<file path="src/rtl/i2cm_pkg.sv">
// Package: i2cm_pkg
// Shared opcodes, pin-state type and per-phase pin decode for the I2C
// master bit engine. Assumes an 8-bit byte and a nine-pulse recovery burst.
package i2cm_pkg;

    localparam int STEP_W     = 5;
    localparam int BYTE_BITS  = 8;
    localparam int RCV_PULSES = 9;

    typedef enum logic [2:0] {
        OP_RECOVER = 3'd0,
        OP_START   = 3'd1,
        OP_STOP    = 3'd2,
        OP_WRITE   = 3'd3,
        OP_READ    = 3'd4
    } i2cm_op_e;

    typedef struct packed {
        logic scl_low;
        logic sda_low;
    } i2cm_pins_t;

    // Step index of the trailing SCL-low phase of a byte op.
    localparam logic [STEP_W-1:0] BYTE_TAIL = STEP_W'(2 * (BYTE_BITS + 1));
    // Step index of the ninth (acknowledge) high phase.
    localparam logic [STEP_W-1:0] ACK_HIGH  = STEP_W'(2 * BYTE_BITS + 1);
    // First step of the STOP that closes a recovery burst.
    localparam logic [STEP_W-1:0] RCV_STOP  = STEP_W'(2 * RCV_PULSES);

    // Index of the final step of each command.
    function automatic logic [STEP_W-1:0] last_step(i2cm_op_e op);
        case (op)
            OP_START:   return STEP_W'(3);
            OP_STOP:    return STEP_W'(2);
            OP_RECOVER: return RCV_STOP + STEP_W'(2);
            default:    return BYTE_TAIL;
        endcase
    endfunction

    // Pin levels for step s of a command; msb is the current write bit.
    function automatic i2cm_pins_t step_pins(i2cm_op_e op, logic [STEP_W-1:0] s,
                                             logic msb, logic ack_lvl);
        i2cm_pins_t p;
        logic [STEP_W-1:0] k;
        p = '0;
        k = s >> 1;
        case (op)
            OP_START: begin
                p.scl_low = (s == STEP_W'(0)) || (s == STEP_W'(3));
                p.sda_low = (s >= STEP_W'(2));
            end
            OP_STOP: begin
                p.scl_low = (s == STEP_W'(0));
                p.sda_low = (s <= STEP_W'(1));
            end
            OP_RECOVER: begin
                if (s < RCV_STOP) begin
                    p.scl_low = ~s[0];
                    p.sda_low = 1'b0;
                end else begin
                    p.scl_low = (s == RCV_STOP);
                    p.sda_low = (s <= RCV_STOP + STEP_W'(1));
                end
            end
            default: begin
                if (s >= BYTE_TAIL) begin
                    p.scl_low = 1'b1;
                    p.sda_low = 1'b0;
                end else begin
                    p.scl_low = ~s[0];
                    if (k < STEP_W'(BYTE_BITS))
                        p.sda_low = (op == OP_WRITE) ? ~msb : 1'b0;
                    else
                        p.sda_low = (op == OP_READ) ? ~ack_lvl : 1'b0;
                end
            end
        endcase
        return p;
    endfunction

endpackage

</file>
<file path="src/rtl/i2cm_phase_timer.sv">
// Module: i2cm_phase_timer
// Counts system clocks inside one bus phase and flags the last clock.
// Assumes div is stable while run is high; idles at zero otherwise.
module i2cm_phase_timer #(
    parameter int DIV_W = 8
) (
    input  logic             clk,
    input  logic             rst_n,
    input  logic             run,
    input  logic [DIV_W-1:0] div,
    output logic             last
);

    logic [DIV_W-1:0] cnt_q;

    assign last = (cnt_q == div);

    // Advance within a phase, wrap at the phase end, hold zero when idle.
    always_ff @(posedge clk) begin
        if (!rst_n || !run || last)
            cnt_q <= '0;
        else
            cnt_q <= cnt_q + 1'b1;
    end

endmodule

</file>
<file path="src/rtl/i2cm_shifter.sv">
// Module: i2cm_shifter
// Byte shift register shared by write and read, plus the acknowledge
// capture flop. Shifts left, inserting the sampled line at bit 0.
module i2cm_shifter #(
    parameter int W = 8
) (
    input  logic         clk,
    input  logic         rst_n,
    input  logic         load,
    input  logic [W-1:0] load_val,
    input  logic         shift,
    input  logic         bit_in,
    input  logic         ack_cap,
    output logic [W-1:0] data,
    output logic         ack,
    output logic         msb_next
);

    logic [W-1:0] data_q;
    logic         ack_q;

    assign data     = data_q;
    assign ack      = ack_q;
    assign msb_next = shift ? data_q[W-2] : data_q[W-1];

    // Load a new byte or shift in one sampled bit.
    always_ff @(posedge clk) begin
        if (!rst_n)
            data_q <= '0;
        else if (load)
            data_q <= load_val;
        else if (shift)
            data_q <= {data_q[W-2:0], bit_in};
    end

    // Capture the ninth-pulse level of a write.
    always_ff @(posedge clk) begin
        if (!rst_n)
            ack_q <= 1'b0;
        else if (ack_cap)
            ack_q <= bit_in;
    end

endmodule

</file>
<file path="src/rtl/i2cm_engine.sv">
// Module: i2cm_engine (top)
// Single-master I2C bit engine. It accepts one command while idle, steps
// through that command's phases, each half_div+1 clocks long, and drives
// open-drain enables from registers. It assumes no clock stretching and a
// half_div that is stable during a command.
module i2cm_engine
    import i2cm_pkg::*;
#(
    parameter int DIV_W = 8
) (
    input  logic             clk,
    input  logic             rst_n,
    input  logic [DIV_W-1:0] half_div,
    input  logic             cmd_valid,
    input  logic [2:0]       cmd_op,
    input  logic [7:0]       cmd_wdata,
    input  logic             cmd_ack_lvl,
    output logic             busy,
    output logic             done,
    output logic [7:0]       rx_data,
    output logic             rx_nack,
    output logic             scl_oe,
    output logic             sda_oe,
    input  logic             sda_i
);

    i2cm_op_e          op_q;
    logic [STEP_W-1:0] step_q;
    logic              busy_q, done_q, ack_lvl_q;
    i2cm_pins_t        pins_q;

    logic accept, step_end, final_step, is_byte;
    logic shift_en, ack_cap, msb_next, tmr_last;

    assign accept     = cmd_valid && !busy_q && (cmd_op <= OP_READ);
    assign step_end   = busy_q && tmr_last;
    assign final_step = (step_q == last_step(op_q));
    assign is_byte    = (op_q == OP_WRITE) || (op_q == OP_READ);
    assign shift_en   = step_end && is_byte && step_q[0] &&
                        (step_q < STEP_W'(2 * BYTE_BITS));
    assign ack_cap    = step_end && is_byte && (step_q == ACK_HIGH);

    i2cm_phase_timer #(.DIV_W(DIV_W)) u_timer (
        .clk   (clk),
        .rst_n (rst_n),
        .run   (busy_q),
        .div   (half_div),
        .last  (tmr_last)
    );

    i2cm_shifter #(.W(BYTE_BITS)) u_shift (
        .clk      (clk),
        .rst_n    (rst_n),
        .load     (accept),
        .load_val (cmd_wdata),
        .shift    (shift_en),
        .bit_in   (sda_i),
        .ack_cap  (ack_cap),
        .data     (rx_data),
        .ack      (rx_nack),
        .msb_next (msb_next)
    );

    // Command sequencer: accept, step through phases, pulse done at the end.
    always_ff @(posedge clk) begin
        if (!rst_n) begin
            busy_q    <= 1'b0;
            done_q    <= 1'b0;
            op_q      <= OP_START;
            step_q    <= '0;
            ack_lvl_q <= 1'b1;
            pins_q    <= '0;
        end else begin
            done_q <= 1'b0;
            if (accept) begin
                busy_q    <= 1'b1;
                op_q      <= i2cm_op_e'(cmd_op);
                step_q    <= '0;
                ack_lvl_q <= cmd_ack_lvl;
                pins_q    <= step_pins(i2cm_op_e'(cmd_op), '0, cmd_wdata[7], cmd_ack_lvl);
            end else if (step_end) begin
                if (final_step) begin
                    busy_q <= 1'b0;
                    done_q <= 1'b1;
                end else begin
                    step_q <= step_q + 1'b1;
                    pins_q <= step_pins(op_q, step_q + 1'b1, msb_next, ack_lvl_q);
                end
            end
        end
    end

    assign busy   = busy_q;
    assign done   = done_q;
    assign scl_oe = pins_q.scl_low;
    assign sda_oe = pins_q.sda_low;

endmodule

</file>
<file path="config.mk">
export PLATFORM = sky130hd
export DESIGN_NAME = i2cm_engine
export DESIGN_NICKNAME = d
export VERILOG_FILES = /design/src/rtl/i2cm_pkg.sv /design/src/rtl/i2cm_phase_timer.sv /design/src/rtl/i2cm_shifter.sv /design/src/rtl/i2cm_engine.sv
export SDC_FILE = /design/constraint.sdc
export NUM_CORES = 1
export LEC_CHECK = 0
export ABC_AREA = 0
export ABC_CLOCK_PERIOD_IN_PS = 3300
export BUFFER_PORTS_ARGS = -buffer_cell sky130_fd_sc_hd__buf_2
export CORE_ASPECT_RATIO = 0.6
export CORE_MARGIN = 2
export CORE_UTILIZATION = 55
export CTS_CLUSTER_SIZE = 16
export DETAILED_ROUTE_END_ITERATION = 16
export PLACE_DENSITY = 0.8
export SETUP_SLACK_MARGIN = 0.02
export SLEW_MARGIN = 10
export SYNTH_ARGS = -nofsm -noshare
export SYNTH_HDL_FRONTEND = slang
export SYNTH_HIERARCHICAL = 1
export SYNTH_SLANG_ARGS = --single-unit
</file>
<file path="constraint.sdc">
create_clock -name clk -period 3.3 [get_ports clk]
set_clock_uncertainty 0.1 [all_clocks]
set_input_delay 0.165 -clock clk [delete_from_list [all_inputs] [get_ports clk]]
set_output_delay 0.165 -clock clk [all_outputs]
set_load 0.02 [all_outputs]
</file>
# Word level (Yosys, flattened, before mapping)
# Index checks and enable logic that the tools add are counted.
# W data, S select, Z words.
[totals]
input_bits = 24
regBits = 30
out_inout_bits = 13
word_cells = 84
[op_classes]
add_sub_neg = 2
reduce_logical = 25
eq_ne = 13
bitwise_logic = 7
n_lt_le_gt_ge = 8
mux = 19
[op_table]
columns = ["op", "count"]
rows = [
  ["$mux W8", 2],
  ["$pmux W5 S3", 1],
  ["$eq A3 B2 Y1 const B", 4],
  ["$eq A5 B5 Y1 const B", 2],
  ["$lt A5 B5 Y1 const B", 2],
  ["$mux W2", 5],
  ["$mux W1", 9],
  ["$add A8 B1 Y8 const B", 1],
  ["$eq A8 B8 Y1", 1],
  ["$logic_and A1 B1 Y1", 7],
  ["$not A1 Y1", 7],
  ["$eq A3 B1 Y1 const B", 2],
  ["$logic_not A3 Y1", 2],
  ["$pmux W2 S3", 1],
  ["$reduce_and A2 Y1", 3],
  ["$reduce_bool A2 Y1", 3],
  ["$add A5 B1 Y5 const B", 1],
  ["$eq A5 B2 Y1 const B", 1],
  ["$eq A5 B5 Y1", 1],
  ["$ge A5 B2 Y1 const B", 1],
  ["$ge A5 B5 Y1 const B", 1],
  ["$le A5 B1 Y1 const B", 1],
  ["$le A5 B5 Y1 const B", 1],
  ["$logic_not A5 Y1", 1],
  ["other kinds (9)", 14],
]

# Longest topological paths before layout
# Gate-level depths: netlist of run 1.
[depth]
word_depth = 14
depth_mapped = 12
depth_no_buf = 10

# Cells and area by module
# The synthesis of run 1 kept the hierarchy.
[by_module_without_submodules]
columns = ["mod", "cells_each", "instances", "seq_area_each_um2", "area_per_inst_um2"]
rows = [
  ["i2cm_engine", 124, 1, 260.2, 997.2],
  ["i2cm_shifter", 38, 1, 180.2, 440.4],
  ["i2cm_phase_timer", 46, 1, 160.2, 439.2],
]

# Worst setup path before layout of run 1
# OpenSTA, ideal clock, no wires.
[synth_timing]
kind = "flip-flop to flip-flop"
startpoint = "register u_timer.cnt_q[6]"
endpoint = "register pins_q, in the netlist sda_oe"
t_required_ns = 3.128
synth_period_minus_slack_ns = 2.880
setup_time_ns = 0.072
n_path_buf = 1
stages_incl_launch_ff = 12
slack_ns = 0.420
arrival_ns = 2.708
path_cell_list = "dfxtp_1 > xor2_1 > nor4_2 > and2_1 > nand2_1 > nor4_1 > buf_6 > mux2_4 > o211a_1 > nor3_1 > o22ai_1 > a2bb2oi_1"
[synth_via]
elab_chain_len = 14
word_cells_on_any_way = 16
classes_between = "eq/ne (1); mux (8); bitwise (1); reduce/logical (6)"
[synth_lines]
columns = ["item", "line", "rtl"]
rows = [
  ["from (decl)", "i2cm_phase_timer.sv:14", "logic [DIV_W-1:0] cnt_q;"],
  ["from (signal assigned)", "i2cm_phase_timer.sv:23", "cnt_q <= cnt_q + 1'b1;"],
  ["$eq A8 B8 Y1", "i2cm_phase_timer.sv:16", "assign last = (cnt_q == div);"],
  ["named net tmr_last", "i2cm_engine.sv:33", "logic shift_en, ack_cap, msb_next, tmr_last;"],
  ["$logic_and A1 B1 Y1", "i2cm_engine.sv:36", "assign step_end = busy_q && tmr_last;"],
  ["$logic_and A1 B1 Y1 (3 in a row)", "i2cm_engine.sv:39", "assign shift_en = step_end && is_byte && step_q[0] &&"],
  ["named net shift_en", "i2cm_engine.sv:33", ""],
  ["$mux W1", "i2cm_shifter.sv:24", "assign msb_next = shift ? data_q[W-2] : data_q[W-1];"],
  ["named net msb_next", "i2cm_engine.sv:33", ""],
  ["$not A1 Y1", "i2cm_pkg.sv:72", "p.sda_low = (op == OP_WRITE) ? ~msb : 1'b0;"],
  ["$mux W1", "i2cm_pkg.sv:72", ""],
  ["$mux W1", "i2cm_pkg.sv:71", "if (k < STEP_W'(BYTE_BITS))"],
  ["$mux W2", "i2cm_pkg.sv:66", "if (s >= BYTE_TAIL) begin"],
  ["$pmux W2 S3", "i2cm_pkg.sv:47", "case (op)"],
  ["$mux W2", "i2cm_engine.sv:82", "if (final_step) begin"],
  ["$mux W2", "i2cm_engine.sv:81", "end else if (step_end) begin"],
  ["$mux W2", "i2cm_engine.sv:75", "if (accept) begin"],
  ["to (signal assigned)", "i2cm_engine.sv:80", "pins_q <= step_pins(i2cm_op_e'(cmd_op), '0, cmd_wdata[7], cmd_ack_lvl);"],
  ["to (signal assigned)", "i2cm_engine.sv:87", "pins_q <= step_pins(op_q, step_q + 1'b1, msb_next, ack_lvl_q);"],
  ["to (decl)", "i2cm_engine.sv:30", "i2cm_pins_t pins_q;"],
]
# The timed path passes the listed nets, and every way through them passes these cells. The select of a mux whose other input is x is not followed.
# A chain may end at the register's enable or synchronous reset.

# Final worst setup path of run 1
[layout_timing]
startpoint = "register u_timer.cnt_q[4]"
endpoint = "register pins_q, in the netlist sda_oe"
# Same word-level chain as after synthesis.

==> results of run 1 <==
==> cell families after synthesis <==
kind of cell | Yosys count | synth area share (%)
AO/OA/AOI/OAI | 48 | 20.6
XOR/XNOR | 16 | 7.87
adder cells (fa/ha/maj) | 6 | 4.00
buffers and inverters | 20 | 5.33
flip-flops | 30 | 32.0
multiplexers | 14 | 8.20
AND/OR/NAND/NOR | 74 | 22.0
==> how the worst min path moves through the flow <==
stage	to	slack (ns)	depth (start not counted)
floorplan	ack_lvl_q	0.19	2
global placement	ack_lvl_q	0.28	3
detailed placement	ack_lvl_q	0.28	3
CTS	op_q[0]	0.04	3
global route	op_q[0]	0.07	3
finish	op_q[0]	0.05	3
==> power by group through the flow <==
stage          Sequential (mW)  Combinational (mW)  Clock [mW]
2_1_floorplan            0.407              0.0693           0
3_3_place_gp             0.400               0.113           0
3_5_place_dp             0.401               0.114           0
4_1_cts                  0.393               0.115       0.290
5_1_grt                  0.395               0.126       0.304
6_report                 0.393               0.116       0.284
==> critical path, delay by kind of cell (launching register included) <==
family	cells	cell delay, ns
compound gates	3	0.48
xor+xnor	1	0.19
mux	1	0.35
simple gates	5	1.25
flops	1	0.36
==> cell type report <==
class | instances | area, sq um | share of cell area [%]
clock buffers | 6 | 82.6 | 3.83
inverters | 7 | 26.3 | 1.22
multi-input cells | 158 | 1180 | 54.6
flip-flops and latches | 30 | 601 | 27.9
well taps | 45 | 56.3 | 2.61
repair buffers | 40 | 213 | 9.87
==> metal layers <==
layer / GRT usage (%) / vias to the layer above / part of all wire (%)
li1: - / 821 / -
met1: 37.7 / 749 / 51
met2: 30.9 / 74 / 39
met3: 5.37 / 4 / 9.3
met4: 8.91 / 0 / 0.79
met5: 0 / - / 0
==> metrics by stage <==
stage	hold WS [ns]	util, %	setup slack, ns	instance area [sq um]
6_report	0.0512	66.0	0.493	2150
3_3_place_gp	0.279	63.2	0.672	2060
5_1_grt	0.0661	66.0	0.218	2150
4_1_cts	0.0440	66.0	0.496	2150
2_1_floorplan	0.189	-	0.420	1880
3_5_place_dp	0.277	63.2	0.523	2060
==> repair_timing <==
action                     CTS  global route
resized for setup            0             0
hold endpoints to repair     1             0
hold buffers                 1             0
setup endpoints to repair    0             0
==> cells in the final DEF, fill, tap and decap left out, drive strengths merged, types with 2 or more instances in the layout <==
master and instances:
clkbuf 6, nand3 8, inv 7, mux2 8, nor4 4, a221oi 3, nor3 4, o211a 9
o22ai 2, o31a 2, or4 2, nor2 15, xnor2 6, nand2b 10, and2 2, a211oi 5
a21oi 7, ha 6, buf 39, nand2 13, mux2i 6, xor2 10, nor2b 6, or3 3
o2111ai 3, dfxtp 30, o21ai 8
==> sequential cells by signal (all words and copies together) (netlist names) <==
signal         flops
ack_lvl_q          1
u_shift/ack        1
u_shift/data       8
op_q               3
done               1
u_timer/cnt_q      8
sda_oe             1
scl_oe             1
busy               1
step_q             5
==> metrics, run 1 <==
Core Rows=16; total gr overflow=0; Final Wtd Congestion=0.926; Psw=203 uW; Critical R2R Launch=u_timer/cnt_q[4]; slew at the pin closest to its max-slew limit=0.504 ns; clock tree buffer depth=2; GRT Resource Usage Total=24.0%; commonest register cell after synthesis=dfxtp_1; setup bufs post-CTS=0; sw frac=25.6%; Pins Over Slew Limit=0; Ys Warns=6; Final period util=85.1%; layout net count=272; Clock Sinks=30; Clock power frac=35.8%; Routed Wire Length=4.31 mm; startpoint class of the critical path=flop; R2R depth=10; crit path DAT=2.91 ns; initial antenna violation count=0; # Max-Cap Violations=0; fillcell total=261; final hold violations=0; CP max-delay cell=nor4_1; CP max FO=5; maximum vdd drop=0.000282 V; Power Internal=590 uW; Max Fclk=356 MHz; mean area per synthesized cell=9.02 sq um; slew margin rel.=66.2%; clk slew on worst S/H paths=0.06 ns; reg2reg setup slack=0.49 ns; sequential share of the synthesized area=32.0%; Synth-to-Final Area Change=14.8%; area share of the leading cell type in the synthesized netlist=32.0%; Mapped Nets=238; Root Buffer=clkbuf_8; top area cells in the synthesized netlist=dfxtp_1, o211a_1, xor2_1; clock latency on the worst-skew pair=0.28 ns; RSZ-0062 raised after global routing=false; register share of total power=49.6%; Top Ports=37; initial DRC count=117; Comb pwr share=14.6%; first-pass GRT wire length=7.23 mm; Setup TNS Final=0 ns; status=finished clean; DRC=0; crit path launch=u_timer/cnt_q[4]; minimum clock period=2.81 ns; Min-Delay Startpoint=cmd_op[0]; critical path capture point=sda_oe; Pwr Total=793 uW; EDFF count, synth=0; FF+latch count, synth=30; clock buffer count from CTS=5; initial core utilization=57.5%; most numerous cell in the Yosys netlist=dfxtp_1; Vert. Die Dim=49.3 microns; vias=1,648; Required @ worst endpoint=3.41 ns; core area=3260 sq um; power density over cell area=368 nW/um^2; CP Capture Type=flop; sequence of cells on the critical path=xor2_1 -> nor4_2 -> and2_1 -> nand2_1 -> nor4_1 -> mux2_4 -> o211a_1 -> nor3_1 -> o22ai_1 -> a2bb2oi_1; final setup fails=0; Min-Delay Path Class=in2reg; Antenna Violating Nets Remaining=0; fin cells=286; DRT Pass-1 Iters=4; Yosys cell types=51; Cells after DPL=279; Detail Placement HPWL=3.24 mm; number of global-route vias before repair=1,457; Mapped Area=1880 sq um; Worst Setup Path Type=reg2reg; PortBufs=36; largest net degree at the start of global routing=20; Die Wd=79.4 microns; H-tree depth=2; Avg WL per Cell=15.1 microns; Max stage delay on crit path=0.45 ns; diodes inserted=0; RR Endpoint=sda_oe; Die ar.=3910 sq um; layout cells sized above 1=24.9%; Post-Syn Instances=208; commonest cells in the synthesized netlist=dfxtp_1, nor2_1, nand2_1; CTS tree=yes; cell accounting for the most synthesized area=dfxtp_1; leakage dissipation=0.987 nW; via/cell ratio=5.76; Async S/R FF share, synth=0%
Power figures use the tool's default switching activity.
==> run 2, diff against run 1 <==
--- a/config.mk
+++ b/config.mk
@@ -9,8 +9,9 @@
 export ABC_CLOCK_PERIOD_IN_PS = 3300
 export BUFFER_PORTS_ARGS = -buffer_cell sky130_fd_sc_hd__buf_2
 export CORE_ASPECT_RATIO = 0.6
-export CORE_MARGIN = 2
+export CORE_MARGIN = 4
 export CORE_UTILIZATION = 55
+export CTS_CLUSTER_DIAMETER = 100
 export CTS_CLUSTER_SIZE = 16
 export DETAILED_ROUTE_END_ITERATION = 16
 export PLACE_DENSITY = 0.8
==> run 2 against run 1 <==
First-iteration DRC count grew 74%. Sequential power is essentially flat. Global-route usage shrank 3.2 points. Worst setup slack gained 0.0088 ns. Count of clock-buffer cells in the layout is the same.
==> metrics, run 2 (synthesis gave the netlist of run 1 again) <==
CP Capture Type=flop; Min-Delay Path Class=in2reg; DP Worst Slack=0.582 ns; minimum clock period=2.80 ns; layout cells sized above 1=25.5%; commonest cells after routing, fill and taps aside=buf_2, dfxtp_1, nor2_1, nand2_1; H-tree depth=2; Die Wd=83.4 microns; status=finished clean; Avg WL per Cell=15.0 microns; clock latency on the worst-skew pair=0.28 ns; Vert. Die Dim=53.3 microns; commonest non-fill, non-tap cell in the layout=buf_2; Final WS setup=0.502 ns; Max Fclk=357 MHz; setup bufs post-CTS=0; Util after Layout=66.4%; initial DRC count=204; initial core utilization=57.5%; core area=3260 sq um; RSZ-0062 raised after global routing=false; first-pass GRT wire length=7.16 mm; fillcell total=272; R2R depth=10; clock buffer count from CTS=5; vias=1,677; Setup TNS Final=0 ns; # Max-Cap Violations=0; worst hold stages=3; footprint of the multi-input gates=1180 sq um; via/cell ratio=5.82; clk slew on worst S/H paths=0.07 ns; crit path DAT=2.91 ns; Synth-to-Final Area Change=15.5%; diodes inserted=0; initial antenna violation count=0; Reg area=601 sq um; power density over cell area=379 nW/um^2; Final Wtd Congestion=1.03; Pins Over Slew Limit=0; maximum vdd drop=0.000343 V; layout net count=272; slew margin rel.=66.3%; Die ar.=4440 sq um; GRT Resource Usage Total=20.8%; CP max FO=5; Worst Setup Path Type=reg2reg; Antenna Violating Nets Remaining=0; startpoint class of the critical path=flop; hold_ws=0.0399 ns; slew at the pin closest to its max-slew limit=0.502 ns; Final period util=84.8%; DRT Pass-1 Iters=4; Top Ports=37; final setup fails=0; DRC=0; Required @ worst endpoint=3.41 ns; CTS tree=yes; Core Rows=16; number of global-route vias before repair=1,476; final hold violations=0; total gr overflow=0; Root Buffer=clkbuf_8; Clock Sinks=30; largest net degree at the start of global routing=20; leakage dissipation=0.991 nW; PortBufs=36; Routed Wire Length=4.32 mm; Detail Placement HPWL=3.26 mm; clock tree buffer depth=2
-- run 2: final timing paths --
check | slack [ns] | end | from
max | 0.50 | sda_oe | u_timer/cnt_q[4]
max reg2reg | 0.50 | sda_oe | u_timer/cnt_q[4]
min reg2reg | 0.37 | ack_lvl_q | ack_lvl_q
min | 0.04 | op_q[0] | cmd_op[0]
-- run 2: timing repair --
| item | 4_1_cts | 5_1_grt |
|---|---|---|
| hold endpoints to repair | 1 | 0 |
| resized for setup | 0 | 0 |
| hold buffers | 1 | 0 |
-- run 2: layout make-up --
type / instances / area share [%]
Clock buffer: 6 / 3.81
Clock inverter: 2 / 0.577
Inverter: 7 / 1.21
Multi-Input combinational cell: 158 / 54.3
Sequential cell: 30 / 27.7
Tap cell: 45 / 2.60
Timing Repair Buffer: 40 / 9.82
-- run 2: report_power, final --
| part | total (mW) | switching (mW) | internal [mW] | leakage (nW) |
|---|---|---|---|---|
| clock | 0.313 | 0.145 | 0.167 | 0.0472 |
| sequential | 0.393 | 0.0159 | 0.377 | 0.245 |
| combinational | 0.115 | 0.0625 | 0.0528 | 0.699 |
| total | 0.821 | 0.224 | 0.597 | 0.991 |
-- run 2: per-stage QoR --
step	instances	cell area, sq um	total power, mW
5_1_grt	288	2170	0.862
3_3_place_gp	279	2060	0.513
6_report	288	2170	0.821
4_1_cts	288	2170	0.826
2_1_floorplan	208	1880	0.476
3_5_place_dp	279	2060	0.514
-- run 2: critical path, cell delays in order (launching register included) --
cell and delay [ns]:
dfxtp_1 0.36, xor2_1 0.18, nor4_2 0.28, and2_1 0.23
nand2_1 0.15, nor4_1 0.45, mux2_4 0.35, o211a_1 0.22
nor3_1 0.14, o22ai_1 0.12, a2bb2oi_1 0.14
-- run 2: per-layer routing --
layer / GRT usage [%] / up-vias / wire [microns]
li1: - / 820 / -
met5: 0 / - / 0
met1: 30.8 / 789 / 2290
met3: 6.38 / 9 / 367
met2: 27.1 / 59 / 1600
met4: 8.29 / 0 / 62
==> run 3, diff against run 2 <==
--- a/config.mk
+++ b/config.mk
@@ -6,15 +6,15 @@
 export NUM_CORES = 1
 export LEC_CHECK = 0
 export ABC_AREA = 0
-export ABC_CLOCK_PERIOD_IN_PS = 3300
+export ABC_CLOCK_PERIOD_IN_PS = 2300
 export BUFFER_PORTS_ARGS = -buffer_cell sky130_fd_sc_hd__buf_2
 export CORE_ASPECT_RATIO = 0.6
 export CORE_MARGIN = 4
-export CORE_UTILIZATION = 55
+export CORE_UTILIZATION = 49
 export CTS_CLUSTER_DIAMETER = 100
 export CTS_CLUSTER_SIZE = 16
 export DETAILED_ROUTE_END_ITERATION = 16
-export PLACE_DENSITY = 0.8
+export PLACE_DENSITY = 0.75
 export SETUP_SLACK_MARGIN = 0.02
 export SLEW_MARGIN = 10
 export SYNTH_ARGS = -nofsm -noshare
==> constraint.sdc (replaced) <==
create_clock -name clk -period 2.3 [get_ports clk]
set_clock_uncertainty 0.1 [all_clocks]
set_input_delay 0.115 -clock clk [delete_from_list [all_inputs] [get_ports clk]]
set_output_delay 0.115 -clock clk [all_outputs]
set_load 0.02 [all_outputs]
==> run 3 against run 2 <==
The flow now finishes with violations (negative setup slack). Cell area up 13%. Hold slack got worse by 0.030 ns. Core utilization up 0.20 points. Register-to-register slack lost 0.63 ns. Count of clock-buffer cells in the layout unchanged. Via count grew 6.2%. Critical path depth is the same. Routed wire length is 9.7% higher. Largest cell class unchanged.
==> metrics, run 3 (synthesis gave the netlist of run 1 again) <==
status=finished with violations; failing checks=negative setup slack; sequence of cells on the critical path=xor2_1 -> nor4_4 -> and2_4 -> nand2_4 -> nor4_4 -> mux2_4 -> o211a_1 -> nor3_2 -> o22ai_1 -> a2bb2oi_1; Core Rows=17; Cell Area, Placed=2320 sq um; DRC=0; power density over cell area=486 nW/um^2; initial DRC count=145; DRT Pass-1 Iters=4; Routed Wire Length=4.73 mm; commonest non-fill, non-tap cell in the layout=buf_2; Critical path buffers and inverters=0; total gr overflow=0; startpoint class of the critical path=flop; Worst Setup Path Type=reg2reg; clk slew on worst S/H paths=0.07 ns; layout net count=301; GRT Resource Usage Total=21.3%; Required @ worst endpoint=2.41 ns; Finished Cell Area=2450 sq um; clock buffer count from CTS=5; Final period util=106%; CTS tree=yes; Detail Placement HPWL=3.63 mm; Vert. Die Dim=55.9 microns; first-pass GRT wire length=8.14 mm; clock latency on the worst-skew pair=0.28 ns; clock tree buffer depth=2; slew at the pin closest to its max-slew limit=0.514 ns; hold_ws=0.00970 ns; Clock Sinks=30; CP max-delay cell=nor4_4; final hold violations=0; Min-Delay Path Class=in2reg; # Max-Cap Violations=0; Root Buffer=clkbuf_8; Top Ports=37; diodes inserted=0; Setup TNS Final=-0.132 ns; initial antenna violation count=0; setup bufs post-CTS=0; crit path DAT=2.55 ns; H-tree depth=2; Die Wd=87.9 microns; CP Capture Type=flop; fin cells=319; Die ar.=4920 sq um; DP Worst Slack=-0.105 ns; Pwr Total=1.19 mW; Avg WL per Cell=14.8 microns; Antenna Violating Nets Remaining=0; footprint of the multi-input gates=1230 sq um; final setup fails=1; Max stage delay on crit path=0.33 ns; number of global-route vias before repair=1,689; layout cells sized above 1=36.0%; CP max FO=2; Pins Over Slew Limit=0; most frequent cell on the critical path=nor4_4; slew margin rel.=65.7%; leakage dissipation=1.16 nW; RSZ-0062 raised after global routing=true; vias=1,781; maximum vdd drop=0.000363 V; cell family with most CP delay=simple AND/OR/NAND/NOR gates; Max Fclk=411 MHz; largest net degree at the start of global routing=19; Reg area=603 sq um; Cells after DPL=309; Util after Layout=66.6%; initial core utilization=51.0%; Final WS setup=-0.132 ns; minimum clock period=2.43 ns; fillcell total=302; PortBufs=36; via/cell ratio=5.58; Synth-to-Final Area Change=30.6%; Final Wtd Congestion=0.974; core area=3680 sq um; commonest cells after routing, fill and taps aside=buf_2, buf_4, dfxtp_1, nor2_1, nand2_1
## run 3: cell count changes in the layout (fill, tap and decap cells not counted), moves of 2 or more
cell,delta
dfxtp_2,+2
dfxtp_1,-2
buf_4,+28
nor4_2,-2
nor4_4,+3
## run 3: path summary, 6_finish.rpt
kind	endpoint	cells past startpoint	startpoint	slack (ns)
max reg2reg	sda_oe	10	u_timer/cnt_q[7]	-0.13
max	sda_oe	10	u_timer/cnt_q[7]	-0.13
min	u_shift/ack	3	sda_i	0.01
min reg2reg	ack_lvl_q	2	ack_lvl_q	0.38
## run 3: metal layers
metal  vias to the layer above  global-route usage (%)  routed length, microns
met2                        56                    26.6                    1890
met4                         0                    7.66                      84
met5                         -                       0                       0
li1                        882                       -                       -
met1                       831                    33.7                    2420
met3                        12                    5.62                     343
## run 3: what timing repair did
item | CTS | global route
pin swaps | 0 | 1
gates cloned | 0 | 0
endpoints found under the setup margin | 1 | 10
hold buffers | 2 | 0
gates resized for setup | 1 | 3
endpoints found under the hold margin | 2 | 0
## run 3: area by class of cell
| cell class | count | area share (%) |
|---|---|---|
| clock buffers | 6 | 3.37 |
| clock inverters | 2 | 0.510 |
| inverters | 7 | 1.07 |
| multi-input cells | 158 | 50.4 |
| flip-flops and latches | 30 | 24.6 |
| well taps | 47 | 2.40 |
| repair buffers | 69 | 17.7 |
## run 3: report_power, final
| group | leakage, nW | switching (mW) | internal, mW |
|---|---|---|---|
| logic | 0.868 | 0.103 | 0.0888 |
| clock network | 0.0472 | 0.202 | 0.240 |
| registers | 0.246 | 0.0180 | 0.541 |
## run 3: worst min-delay path, delay by kind of cell
kind	cells	cell delay (ns)
simple gates	1	0.09
mux	1	0.06
buf+inv	1	0.09
